[src/rtl/kwdt_pkg.sv]
`timescale 1ns/1ps
package kwdt_pkg;
   // byte offsets on the register bus; software decodes these
   localparam logic [7:0] OFS_FEED    = 8'h00;
   localparam logic [7:0] OFS_TMO     = 8'h04;
   localparam logic [7:0] OFS_ARM     = 8'h08;
   localparam logic [7:0] OFS_DIS     = 8'h0C;
   localparam logic [7:0] OFS_STAT    = 8'h10;
   localparam logic [7:0] OFS_CNT     = 8'h14;
   localparam logic [7:0] OFS_DBG     = 8'h18;
   localparam logic [7:0] OFS_RESUME  = 8'h1C;
   localparam logic [7:0] OFS_EVT     = 8'h20;
   localparam logic [7:0] OFS_MASK    = 8'h24;
   localparam logic [7:0] OFS_FORCE   = 8'h28;

   // key words
   localparam logic [15:0] KEY_FEED   = 16'hFEED;
   localparam logic [15:0] KEY_ARM    = 16'h2BAD;
   localparam logic [15:0] KEY_DIS    = 16'hCAFE;
   localparam logic [15:0] KEY_RESUME = 16'hACED;
   localparam logic [15:0] KEY_STCLR  = 16'hE8B4;

   // coded read-back words
   localparam logic [15:0] CODE_OFF   = 16'hDABE;
   localparam logic [15:0] CODE_ON    = 16'h0000;
   localparam logic [15:0] CODE_FIRED = 16'hCFE8;
   localparam logic [15:0] CODE_CALM  = 16'h0000;
endpackage

[src/rtl/kwdt_ctrl.sv]
`timescale 1ns/1ps
module kwdt_ctrl
   import kwdt_pkg::*;
#(
   parameter int DATA_W      = 16,
   parameter int CNT_W       = 15,
   parameter int RST_TIMEOUT = 6000
) (
   input  logic              clk,
   input  logic              rst_n,
   input  logic              wr_en,
   input  logic [7:0]        addr8,
   input  logic [DATA_W-1:0] wdata,
   input  logic              expire,
   output logic              en_q,
   output logic              arm_q,
   output logic              st_q,
   output logic              msk_q,
   output logic              ovr_q,
   output logic [CNT_W-1:0]  tmo_q,
   output logic              feed_o,
   output logic              fset_o,
   output logic              eclr_o
);
   logic hit_tmo, hit_arm, hit_dis, hit_stat, hit_dbg, hit_res, hit_msk;

   always_comb begin
      hit_tmo  = wr_en && (addr8 == OFS_TMO);
      hit_arm  = wr_en && (addr8 == OFS_ARM);
      hit_dis  = wr_en && (addr8 == OFS_DIS);
      hit_stat = wr_en && (addr8 == OFS_STAT);
      hit_dbg  = wr_en && (addr8 == OFS_DBG);
      hit_res  = wr_en && (addr8 == OFS_RESUME);
      hit_msk  = wr_en && (addr8 == OFS_MASK);
      feed_o   = wr_en && (addr8 == OFS_FEED) && (wdata == KEY_FEED);
      fset_o   = wr_en && (addr8 == OFS_FORCE) && wdata[0];
      eclr_o   = wr_en && (addr8 == OFS_EVT) && wdata[0];
   end

   always_ff @(posedge clk or negedge rst_n) begin
      if (!rst_n) begin
         en_q  <= 1'b0;
         arm_q <= 1'b0;
         st_q  <= 1'b0;
         msk_q <= 1'b0;
         ovr_q <= 1'b0;
         tmo_q <= CNT_W'(RST_TIMEOUT);
      end else begin
         if (hit_tmo) tmo_q <= wdata[CNT_W-1:0];

         if (hit_arm)      arm_q <= (wdata == KEY_ARM);
         else if (hit_dis) arm_q <= 1'b0;

         if (hit_dis && (wdata == KEY_DIS) && arm_q)  en_q <= 1'b0;
         else if (hit_res && (wdata == KEY_RESUME))   en_q <= 1'b1;

         if (expire)                                   st_q <= 1'b1;
         else if (hit_stat && (wdata == KEY_STCLR))    st_q <= 1'b0;

         if (hit_msk) msk_q <= wdata[0];
         if (hit_dbg) ovr_q <= wdata[0];
      end
   end
endmodule

[src/rtl/kwdt_count.sv]
`timescale 1ns/1ps
module kwdt_count #(
   parameter int CNT_W       = 15,
   parameter int RST_TIMEOUT = 6000
) (
   input  logic             clk,
   input  logic             rst_n,
   input  logic             feed,
   input  logic             tick,
   input  logic             en,
   input  logic             allow_exp,
   input  logic [CNT_W-1:0] tmo,
   output logic [CNT_W-1:0] cnt_q,
   output logic             warn_o,
   output logic             expire_o,
   output logic             rst_req_q
);
   localparam logic [CNT_W-1:0] ONE = CNT_W'(1);
   localparam logic [CNT_W-1:0] TWO = CNT_W'(2);

   logic step, at_end;

   always_comb begin
      step     = en && tick && !feed;
      at_end   = (cnt_q <= ONE);
      expire_o = step && at_end && allow_exp;
      warn_o   = step && (cnt_q == TWO);
   end

   always_ff @(posedge clk or negedge rst_n) begin
      if (!rst_n) begin
         cnt_q     <= CNT_W'(RST_TIMEOUT);
         rst_req_q <= 1'b0;
      end else begin
         rst_req_q <= expire_o;
         if (feed)                  cnt_q <= tmo;
         else if (expire_o)         cnt_q <= tmo;
         else if (step && !at_end)  cnt_q <= cnt_q - ONE;
      end
   end
endmodule

[src/rtl/kwdt_event.sv]
`timescale 1ns/1ps
module kwdt_event #(
   parameter bit REG_IRQ = 1'b0
) (
   input  logic clk,
   input  logic rst_n,
   input  logic warn,
   input  logic fset,
   input  logic eclr,
   input  logic msk,
   output logic ev_q,
   output logic irq_o
);
   always_ff @(posedge clk or negedge rst_n) begin
      if (!rst_n)            ev_q <= 1'b0;
      else if (warn || fset) ev_q <= 1'b1;
      else if (eclr)         ev_q <= 1'b0;
   end

   generate
      if (REG_IRQ) begin : g_irq_reg
         logic irq_q;
         always_ff @(posedge clk or negedge rst_n) begin
            if (!rst_n) irq_q <= 1'b0;
            else        irq_q <= ev_q && msk;
         end
         assign irq_o = irq_q;
      end else begin : g_irq_comb
         assign irq_o = ev_q && msk;
      end
   endgenerate
endmodule

[src/rtl/kwdt_top.sv]
`timescale 1ns/1ps
module kwdt_top
   import kwdt_pkg::*;
#(
   parameter int ADDR_W      = 6,
   parameter int DATA_W      = 16,
   parameter int CNT_W       = 15,
   parameter int RST_TIMEOUT = 6000,
   parameter bit REG_IRQ     = 1'b0
) (
   input  logic              clk,
   input  logic              rst_n,
   input  logic [ADDR_W-1:0] bus_addr,
   input  logic              bus_we,
   input  logic [DATA_W-1:0] bus_wdata,
   output logic [DATA_W-1:0] bus_rdata,
   input  logic              tick_i,
   input  logic              dbg_mode_i,
   output logic              warn_irq_o,
   output logic              sys_rst_req_o
);
   localparam int CNT_MAX = (1 << CNT_W) - 1;

   generate
      if (DATA_W != 16) begin : g_bad_data
         $error("kwdt_top: key words need DATA_W of 16");
      end
      if (CNT_W >= DATA_W || CNT_W < 2) begin : g_bad_cnt
         $error("kwdt_top: CNT_W must lie in 2..DATA_W-1");
      end
      if (ADDR_W < 6 || ADDR_W > 8) begin : g_bad_addr
         $error("kwdt_top: ADDR_W must lie in 6..8");
      end
      if (RST_TIMEOUT < 0 || RST_TIMEOUT > CNT_MAX) begin : g_bad_tmo
         $error("kwdt_top: RST_TIMEOUT exceeds counter range");
      end
   endgenerate

   logic [7:0]       addr8;
   logic             en_q, arm_q, st_q, msk_q, ovr_q, ev_q;
   logic [CNT_W-1:0] tmo_q, cnt_q;
   logic             feed, fset, eclr, warn, expire, allow_exp;

   assign addr8     = 8'(bus_addr);
   assign allow_exp = !dbg_mode_i || ovr_q;

   kwdt_ctrl #(.DATA_W(DATA_W), .CNT_W(CNT_W), .RST_TIMEOUT(RST_TIMEOUT)) u_ctrl (
      .clk    (clk),
      .rst_n  (rst_n),
      .wr_en  (bus_we),
      .addr8  (addr8),
      .wdata  (bus_wdata),
      .expire (expire),
      .en_q   (en_q),
      .arm_q  (arm_q),
      .st_q   (st_q),
      .msk_q  (msk_q),
      .ovr_q  (ovr_q),
      .tmo_q  (tmo_q),
      .feed_o (feed),
      .fset_o (fset),
      .eclr_o (eclr)
   );

   kwdt_count #(.CNT_W(CNT_W), .RST_TIMEOUT(RST_TIMEOUT)) u_count (
      .clk       (clk),
      .rst_n     (rst_n),
      .feed      (feed),
      .tick      (tick_i),
      .en        (en_q),
      .allow_exp (allow_exp),
      .tmo       (tmo_q),
      .cnt_q     (cnt_q),
      .warn_o    (warn),
      .expire_o  (expire),
      .rst_req_q (sys_rst_req_o)
   );

   kwdt_event #(.REG_IRQ(REG_IRQ)) u_event (
      .clk   (clk),
      .rst_n (rst_n),
      .warn  (warn),
      .fset  (fset),
      .eclr  (eclr),
      .msk   (msk_q),
      .ev_q  (ev_q),
      .irq_o (warn_irq_o)
   );

   always_comb begin
      bus_rdata = '0;
      case (addr8)
         OFS_TMO:  bus_rdata[CNT_W-1:0] = tmo_q;
         OFS_DIS:  bus_rdata = en_q ? CODE_ON : CODE_OFF;
         OFS_STAT: bus_rdata = st_q ? CODE_FIRED : CODE_CALM;
         OFS_CNT: begin
            bus_rdata[CNT_W-1:0]  = cnt_q;
            bus_rdata[DATA_W-1]   = en_q && tick_i;
         end
         OFS_DBG:  bus_rdata[1:0] = {dbg_mode_i, ovr_q};
         OFS_EVT:  bus_rdata[0]   = ev_q;
         OFS_MASK: bus_rdata[0]   = msk_q;
         default:  bus_rdata = '0;
      endcase
   end
endmodule

[config.mk]
export PLATFORM = sky130hd
export DESIGN_NAME = kwdt_top
export DESIGN_NICKNAME = d
export VERILOG_FILES = /design/src/rtl/kwdt_pkg.sv /design/src/rtl/kwdt_ctrl.sv /design/src/rtl/kwdt_count.sv /design/src/rtl/kwdt_event.sv /design/src/rtl/kwdt_top.sv
export SDC_FILE = /design/constraint.sdc
export NUM_CORES = 1
export LEC_CHECK = 0
export BUFFER_PORTS_ARGS = -buffer_cell sky130_fd_sc_hd__buf_2
export CORE_MARGIN = 3
export CORE_UTILIZATION = 37
export CTS_BUF_LIST = sky130_fd_sc_hd__clkbuf_4 sky130_fd_sc_hd__clkbuf_8
export DETAILED_ROUTE_END_ITERATION = 10
export SLEW_MARGIN = 40
export SYNTH_ARGS = -nofsm -noshare
export SYNTH_HDL_FRONTEND = slang
export SYNTH_SLANG_ARGS = --single-unit
[constraint.sdc]
create_clock -name clk -period 1.8 [get_ports clk]
set_clock_uncertainty 0.15 [all_clocks]
set_input_delay 0.18 -clock clk [delete_from_list [all_inputs] [get_ports clk]]
set_output_delay 0.18 -clock clk [all_outputs]
set_load 0.02 [all_outputs]
; ---- Word level (Yosys, flattened, before mapping)
; Index checks and enable logic that the tools add are counted.
[op_classes]
n_addsub = 1
magnitude_cmp = 1
eq_ne = 16
n_mux = 17
reduce_logical = 35
[ops]
columns = op, n
row1 = $eq 16x16->1 const B, 4
row2 = $pmux 13 s4, 1
row3 = $mux 15, 3
row4 = $mux 16, 2
row5 = $eq 6x5->1 const B, 4
row6 = $logic_and 1x1->1, 24
row7 = $eq 6x6->1 const B, 3
row8 = $eq 16x14->1 const B, 1
row9 = $eq 15x2->1 const B, 1
row10 = $le 15x1->1 const B, 1
row11 = $sub 15x1->15 const B, 1
row12 = $eq 6x4->1 const B, 2
row13 = $logic_not 8->1, 1
row14 = $mux 1, 8
row15 = $reduce_bool 2->1, 4
row16 = $pmux 1 s7, 1
row17 = $eq 6x3->1 const B, 1
row18 = $pmux 1 s5, 1
row19 = $logic_not 1->1, 3
row20 = $pmux 1 s3, 1
row21 = $reduce_bool 3->1, 1
row22 = $logic_or 1x1->1, 2
[totals]
regBits = 37
inputBits = 27
elab_cells = 79

; ---- Longest topological paths before layout
; Gate-level depths: netlist of the first run.
[depth]
word_depth = 9
mapped_depth = 8
mapped_depth_nobuf = 7

; ---- Modules after synthesis
; A second synthesis of the first run with hierarchy kept.
[hier_totals]
cells_unflattened = 278
hier_area_um2 = 2777.7
[by_module_without_submodules]
columns = module, instances, cells_each, area_per_inst_um2, seq_area_each_um2
row1 = kwdt_count, 1, 123, 1173.6, 409.1
row2 = kwdt_ctrl, 1, 83, 1064.8, 509.2
row3 = kwdt_top, 1, 67, 494.2, 0.0
row4 = kwdt_event, 1, 5, 45.0, 25.0

; ---- Least setup slack after synthesis of the first run
; OpenSTA, ideal clock, no wires.
[synth_path]
path_kind = reg-to-reg
startpoint = register u_count.cnt_q[12]
endpoint = register u_count.cnt_q[5]
setup_time_ns = 0.082
arrival_ns = 1.778
slack_ns = -0.210
path_stages_with_launch = 7
path_buffers = 0
period_less_slack_ns = 2.010
cell_sequence = dfstp_2 nor3_1 and4_4 or4_1 o31ai_1 nor2_1 a211o_1
[synth_via]
elab_chain_cells = 5
elab_cells_between_ends = 8
[synth_rtl]
columns = element, line
row1 = start: declaration, kwdt_count.sv:13  ; output logic [CNT_W-1:0] cnt_q,
row2 = start signal: assignment, kwdt_count.sv:32  ; cnt_q <= CNT_W'(RST_TIMEOUT);
row3 = start signal: assignment, kwdt_count.sv:36  ; if (feed) cnt_q <= tmo;
row4 = start signal: assignment, kwdt_count.sv:37  ; else if (expire_o) cnt_q <= tmo;
row5 = $le 15x1->1 *, kwdt_count.sv:25  ; at_end = (cnt_q <= ONE);
row6 = $logic_and 1x1->1 (2 in a row), kwdt_count.sv:26  ; expire_o = step && at_end && allow_exp;
row7 = $mux 15, kwdt_count.sv:37
row8 = $mux 15, kwdt_count.sv:36
; Every way passes the cells marked *; elsewhere a longest branch is shown, timed or not.
; A chain may end at the register's enable or synchronous reset.

; ---- Worst setup path in the final report of the first run
[layout_path]
startpoint = register u_count.cnt_q[4]
endpoint = register u_count.cnt_q[0]
; The elaborated chain is that of the path after synthesis.

==> results of run 1 <==
==> cells in the final DEF (no fill, tap or decap), types with 2 or more instances in the layout <==
master         instances
dfstp_2               14
ha_1                   3
o21ai_1                8
nand2b_1               4
inv_1                  2
or4_4                  3
nor3_4                 4
a22oi_1               10
clkinv_2               2
nor4_4                 4
nand4b_1               3
dfrtp_1               21
nand3_1                9
nand4_1                7
and4b_1                3
a21oi_1                9
dlygate4sd3_1          5
o21ai_0                3
buf_4                 73
buf_2                 30
a221o_1                7
mux2_2                17
o21ai_4                2
nor4b_1                3
dfrtp_2                2
and2_1                 3
nand2_1               33
and3_1                 4
o311ai_1               2
buf_6                 16
a32oi_1                2
clkbuf_8               5
o211ai_1               8
nor3_1                 7
nand2_2               10
nor2_1                13
==> power breakdown <==
group          internal (uW)  switching (uW)
sequential               902            53.8
clock                    283             298
combinational            123             119
total                   1310             471
==> routing by layer <==
metal  vias up  wire length, um  part of all wire [%]  track usage, %
li1       1242                -                     -               -
met1      1280             3940                    46            33.1
met2       125             3780                    45            34.0
met3        14              613                   7.2            5.49
met4         0              146                   1.7            6.37
met5         -                0                     0               0
==> registers in the layout (all words and copies together), names as in the netlist <==
register           flops
u_event.ev_q           1
u_ctrl.arm_q           1
u_count.cnt_q         15
u_ctrl.en_q            1
u_ctrl.ovr_q           1
u_ctrl.msk_q           1
u_ctrl.tmo_q          15
u_count.rst_req_q      1
u_ctrl.st_q            1
==> through the flow <==
step / hold WS [ps] / utilization (%) / instance area (sq um) / setup slack (ps) / cells
3_5_place_dp: -34.0 / 53.8 / 3300 / -274 / 439
5_1_grt: 10.7 / 59.9 / 3670 / -375 / 456
3_3_place_gp: -30.1 / 53.8 / 3300 / -244 / 439
2_1_floorplan: -266 / - / 2460 / -187 / 255
4_1_cts: 12.9 / 57.8 / 3540 / -240 / 453
6_report: 22.0 / 59.9 / 3670 / -277 / 456
==> cells in the mapped netlist, types with 2 or more instances <==
| cell | instances |
|---|---|
| a21oi_1 | 9 |
| a221o_1 | 7 |
| a22oi_1 | 10 |
| a32oi_1 | 2 |
| and2_1 | 4 |
| and3_1 | 4 |
| and4b_1 | 3 |
| buf_2 | 3 |
| clkbuf_1 | 3 |
| dfrtp_1 | 23 |
| dfstp_2 | 14 |
| ha_1 | 3 |
| inv_1 | 2 |
| mux2_2 | 17 |
| nand2_1 | 40 |
| nand2_2 | 3 |
| nand2b_1 | 4 |
| nand3_1 | 10 |
| nand4_1 | 7 |
| nand4b_1 | 3 |
| nor2_1 | 14 |
| nor2b_1 | 2 |
| nor3_1 | 10 |
| nor4_4 | 3 |
| nor4b_1 | 3 |
| o211ai_1 | 8 |
| o21ai_0 | 6 |
| o21ai_1 | 6 |
| o311ai_1 | 2 |
| o31ai_1 | 2 |
| or4_1 | 4 |
==> worst max-delay path: stages, from the launching register on <==
cell and delay (ps):
dfstp_2 390, nor4_4 450, and3_1 290, nand2_2 120, o21ai_1 230, and2_1 220, a221o_1 160
==> what timing repair did <==
item	CTS	global route
pin swaps	9	3
resized for setup	24	33
buffers inserted	1	3
hold endpoints to repair	24	0
cloned	0	0
hold buffers	5	0
endpoints found under the setup margin	31	32
==> cell type report <==
class,instances,area (sq um)
clock inverters,2,10.0
repair buffers,125,948
clock buffers,6,76.3
flip-flops and latches,37,946
multi-input cells,209,1590
inverters,2,7.51
well taps,75,93.8
fillers,531,2460
==> path summary, 6_finish.rpt <==
kind	endpoint	start	slack, ps
max	u_count.cnt_q[0]$_DFFE_PN0P_	u_count.cnt_q[4]$_DFFE_PN1P_	-280
min	u_ctrl.tmo_q[9]$_DFFE_PN1P_	bus_wdata[9]	20
max reg2reg	u_count.cnt_q[0]$_DFFE_PN0P_	u_count.cnt_q[4]$_DFFE_PN1P_	-280
min reg2reg	u_ctrl.st_q$_DFFE_PN0P_	u_ctrl.st_q$_DFFE_PN0P_	340
max in group asynchronous	u_ctrl.tmo_q[12]$_DFFE_PN1P_	rst_n	710
min in group asynchronous	u_count.cnt_q[7]$_DFFE_PN0P_	rst_n	190
==> logic make-up (layout without fill, tap and decap cells) <==
group / count (synthesis) / count (layout)
multiplexers: 17 / 17
buffers and inverters: 9 / 135
adder cells (fa/ha/maj): 3 / 3
AO/OA/AOI/OAI: 65 / 65
AND/OR/NAND/NOR: 124 / 124
flip-flops: 37 / 37
==> run metrics, run 1 <==
antenna diode count=0; GRT overflow=0; first-pass GRT wire length=13200 um; initial DRC count=between 200 and 300; cells on worst reg2reg path=6; Slew HR=71.1%; largest family of logic cells by synthesized area=simple AND/OR/NAND/NOR gates; Synth Area in Simple Gates=30.2%; P_leak=0.00175 uW; Initial Util=39.5%; power per cell area=485 nW/um^2; Final Max Slew Viols=0; initial antenna violation count=0; Syn. warnings=0; Crit Path Class=reg -> reg; vias in the first global route=roughly 2600; die width=86.9 um; xor/xnor share of the synthesized area=0%; register area share after synthesis=38.9%; EDFF count, synth=0; Root Driver=clkbuf_8; Clk Latency, worst-skew pair=290 ps; CTS tree=done; Final #Nets=410; CP arrival=2160 ps; Async SR Flop Fraction=100%; Fin Setup TNS=-3650 ps; final hold violations=0; Post-Syn Instances=255; Tightest Pin Transition=about 430 ps; Core Region=6130 sq um; RSZ-0062 raised after global routing=true; #FFs+latches synth=37; Syn Nets=about 290; top_reg_cell synth=dfrtp_1; drt wl/cell=around 19 um; Critical Path Source Type=flop; total chip power=approximately 1800 uW; leading area contributor after synthesis=dfrtp_1; Final HPWL DP=6670 um; CP max FO=6; post-synthesis cell area=roughly 2400 sq um; final WL=8480 um; Peak supply drop=0.000566 V; crit end category=flop; clock sink total=37; row count=28; DIE AREA=between 7000 and 8000 sq um; Fmax=482 MHz; complex-gate fraction of the synthesized area=19.7%; Final setup violation count=25; I/O pin count=45; worst hold path type=in -> reg; H-tree Lvls=2; total CTS buffers=5; fin crit period=~2100 ps; largest net degree at the start of global routing=18; Routed Antenna Nets=0; clock-pin slew on the worst setup and hold paths=around 70 ps; routability congestion estimate from global placement=0.925; Max-cap violations=0; Vias=2661; GRT Resource Usage Total=22.9%; count of cell types in the netlist=55; drt first pass iters=5; final worst-path cycle share=115%; mux contribution to synthesized area=7.90%; area delta synth->final=51.4%; Max Buffers Root-to-Sink=2; vias per inst=5.84; DRC Markers=0; Synth Area in Adders=about 1.5%; number of port buffers=44; area share of the largest cell type after synthesis=roughly a quarter; failing checks=setup timing; status=complete, but fails checks; Die Y=86.9 um; Required @ worst endpoint=1880 ps; Area contributors post-synth=dfrtp_1, dfstp_2, mux2_2; Hold Path Stages=2; layout cell share with drive strength beyond 1=between 50% and 60%; worst setup margin=-277 ps; mean area per synthesized cell=9.50 sq um
Note: power is estimated with default switching activity, not from simulation.
==> run 2, diff against run 1 <==
==> constraint.sdc (replaced) <==
create_clock -name clk -period 1.8 [get_ports clk]
set_clock_uncertainty 0.15 [all_clocks]
set_input_delay 0.36 -clock clk [delete_from_list [all_inputs] [get_ports clk]]
set_output_delay 0.36 -clock clk [all_outputs]
set_load 0.02 [all_outputs]
==> run metrics, run 2 (synthesis gave the netlist of run 1 again) <==
status=complete, but fails checks; failing checks=setup timing; Required @ worst endpoint=1880 ps; Crit-path slowest cell=dfstp_2; P_leak=0.00207 uW; Crit path depth=6; H-tree Lvls=2; Final #Nets=442; row count=28; R2R Path Start=u_count.cnt_q[5]$_DFFE_PN1P_; first-pass GRT wire length=approximately 16000 um; RSZ-0062 raised after global routing=true; Initial Util=39.5%; GRT overflow=0; footprint of the multi-input gates=1860 sq um; Root Driver=clkbuf_8; Final Max Slew Viols=0; power per cell area=466 nW/um^2; Max Buffers Root-to-Sink=2; I/O pin count=45; Tightest Pin Transition=between 500 and 600 ps; drt first pass iters=4; CP Capture Point=u_count.cnt_q[5]$_DFFE_PN1P_; slowest stage delay, CP=590 ps; most frequent cells in the layout=buf_4, buf_6, buf_2; Slew HR=between 60 and 70%; DIE AREA=7560 sq um; cells on worst reg2reg path=6; Critical Path Source Type=flop; fin crit period=2080 ps; Vias=approximately 2800; die width=86.9 um; Core Region=between 6000 and 7000 sq um; Comb power frac=14.3%; P_int=between 1500 and 2000 uW; total CTS buffers=5; Hold WS=159 ps; worst hold path type=in -> reg; commonest non-fill, non-tap cell in the layout=buf_4; Crit Path Class=reg -> reg; largest net degree at the start of global routing=38; antenna diode count=0; cells along the critical path=nor4_4 -> and4_4 -> or4_4 -> o31ai_4 -> nor2_1 -> a211o_1; Routed Antenna Nets=0; Fmax=480 MHz; number of port buffers=44; DRC Markers=0; clock-pin slew on the worst setup and hold paths=80 ps; FF+latch area=946 sq um; CP arrival=between 2000 and 2500 ps; CP max FO=5; Peak supply drop=0.000468 V; P_sw=544 uW; vias in the first global route=2909; layout cell share with drive strength beyond 1=about two thirds; RR Endpoint=u_count.cnt_q[5]$_DFFE_PN1P_; final hold violations=0; area delta synth->final=81.1%; clock sink total=37; Layout Utilization=71.6%; Die Y=86.9 um; biggest regs=u_count.cnt_q (15), u_ctrl.tmo_q (15); Top delay family on crit path=simple AND/OR/NAND/NOR gates; initial DRC count=151; vias per inst=5.83; GRT Resource Usage Total=approximately 27%; initial antenna violation count=0; routability congestion estimate from global placement=a little under 1; Sw Ratio=26.6%; Final HPWL DP=6870 um; CTS tree=done; worst setup margin=-281 ps; Bufs and invs on worst path=0; worst reg2reg setup slack=-280 ps; Max-cap violations=0; sequential share of power=between 40% and 50%; Worst setup startpoint=u_count.cnt_q[5]$_DFFE_PN1P_; final worst-path cycle share=116%; Final setup violation count=33; # fillers=412; crit end category=flop; clock group share of total power=38.4%; Clk Latency, worst-skew pair=300 ps; drt wl/cell=20.3 um; final WL=9920 um
[run 2: worst register-to-register path, cell delays in order (launching register included)]
cell and delay [ps]:
dfstp_2 590, nor4_4 80, and4_4 200, or4_4 510, o31ai_4 180, nor2_1 70
a211o_1 230
[run 2: power by group through the flow]
stage	registers (uW)	logic (uW)	clock network (uW)
CTS	964	281	796
detailed placement	977	247	0
finish	969	292	785
global placement	975	243	0
global route	974	312	835
floorplan	950	102	0
[run 2: timing repair]
item,CTS,global route
endpoints found under the setup margin,41,42
pin swaps,31,22
cloned,1,1
gates resized for setup,94,22
buffers inserted,20,9
hold buffers,1,0
endpoints found under the hold margin,23,0
[run 2: worst min path at each step]
stage / end / from / cells after the start / slack [ps]
CTS: u_ctrl.tmo_q[11]$_DFFE_PN0P_ / bus_wdata[11] / 2 / 160
global placement: u_count.cnt_q[7]$_DFFE_PN0P_ / rst_n / 2 / 290
global route: u_ctrl.tmo_q[5]$_DFFE_PN1P_ / bus_wdata[5] / 2 / 160
detailed placement: u_count.cnt_q[7]$_DFFE_PN0P_ / rst_n / 2 / 300
finish: u_ctrl.tmo_q[11]$_DFFE_PN0P_ / bus_wdata[11] / 2 / 160
floorplan: u_count.cnt_q[0]$_DFFE_PN0P_ / rst_n / 0 / -90
[run 2: area by class of cell]
class | instances | share of cell area, %
timing repair buffer | 156 | 31.1
inverter | 2 | 0.171
clock inverter | 2 | 0.855
sequential | 37 | 21.6
clock buffer | 6 | 1.88
multi-input combinational | 210 | 42.3
tap | 75 | 2.14
[run 2: per-layer routing]
metal / share of wire, % / track usage, % / vias to the layer above
met1: 43 / 36.2 / 1396
met5: 0 / 0 / -
met3: 5.7 / 5.30 / 20
met4: 2.1 / 6.37 / 0
met2: 49 / 45.7 / 121
li1: - / - / 1308
[run 2: metrics by stage]
step | cells | worst slack (ps) | setup TNS [ps] | area, sq um | power [uW]
final | 488 | -281 | -6590 | 4390 | 2050
after global routing | 488 | -357 | -9130 | 4390 | 2120
after CTS | 480 | -232 | -5640 | 4220 | 2040
after detailed placement | 453 | -436 | -16200 | 3560 | 1220
after global placement | 453 | -413 | -15690 | 3560 | 1220
after floorplan | 255 | -178 | -2840 | 2640 | 1050
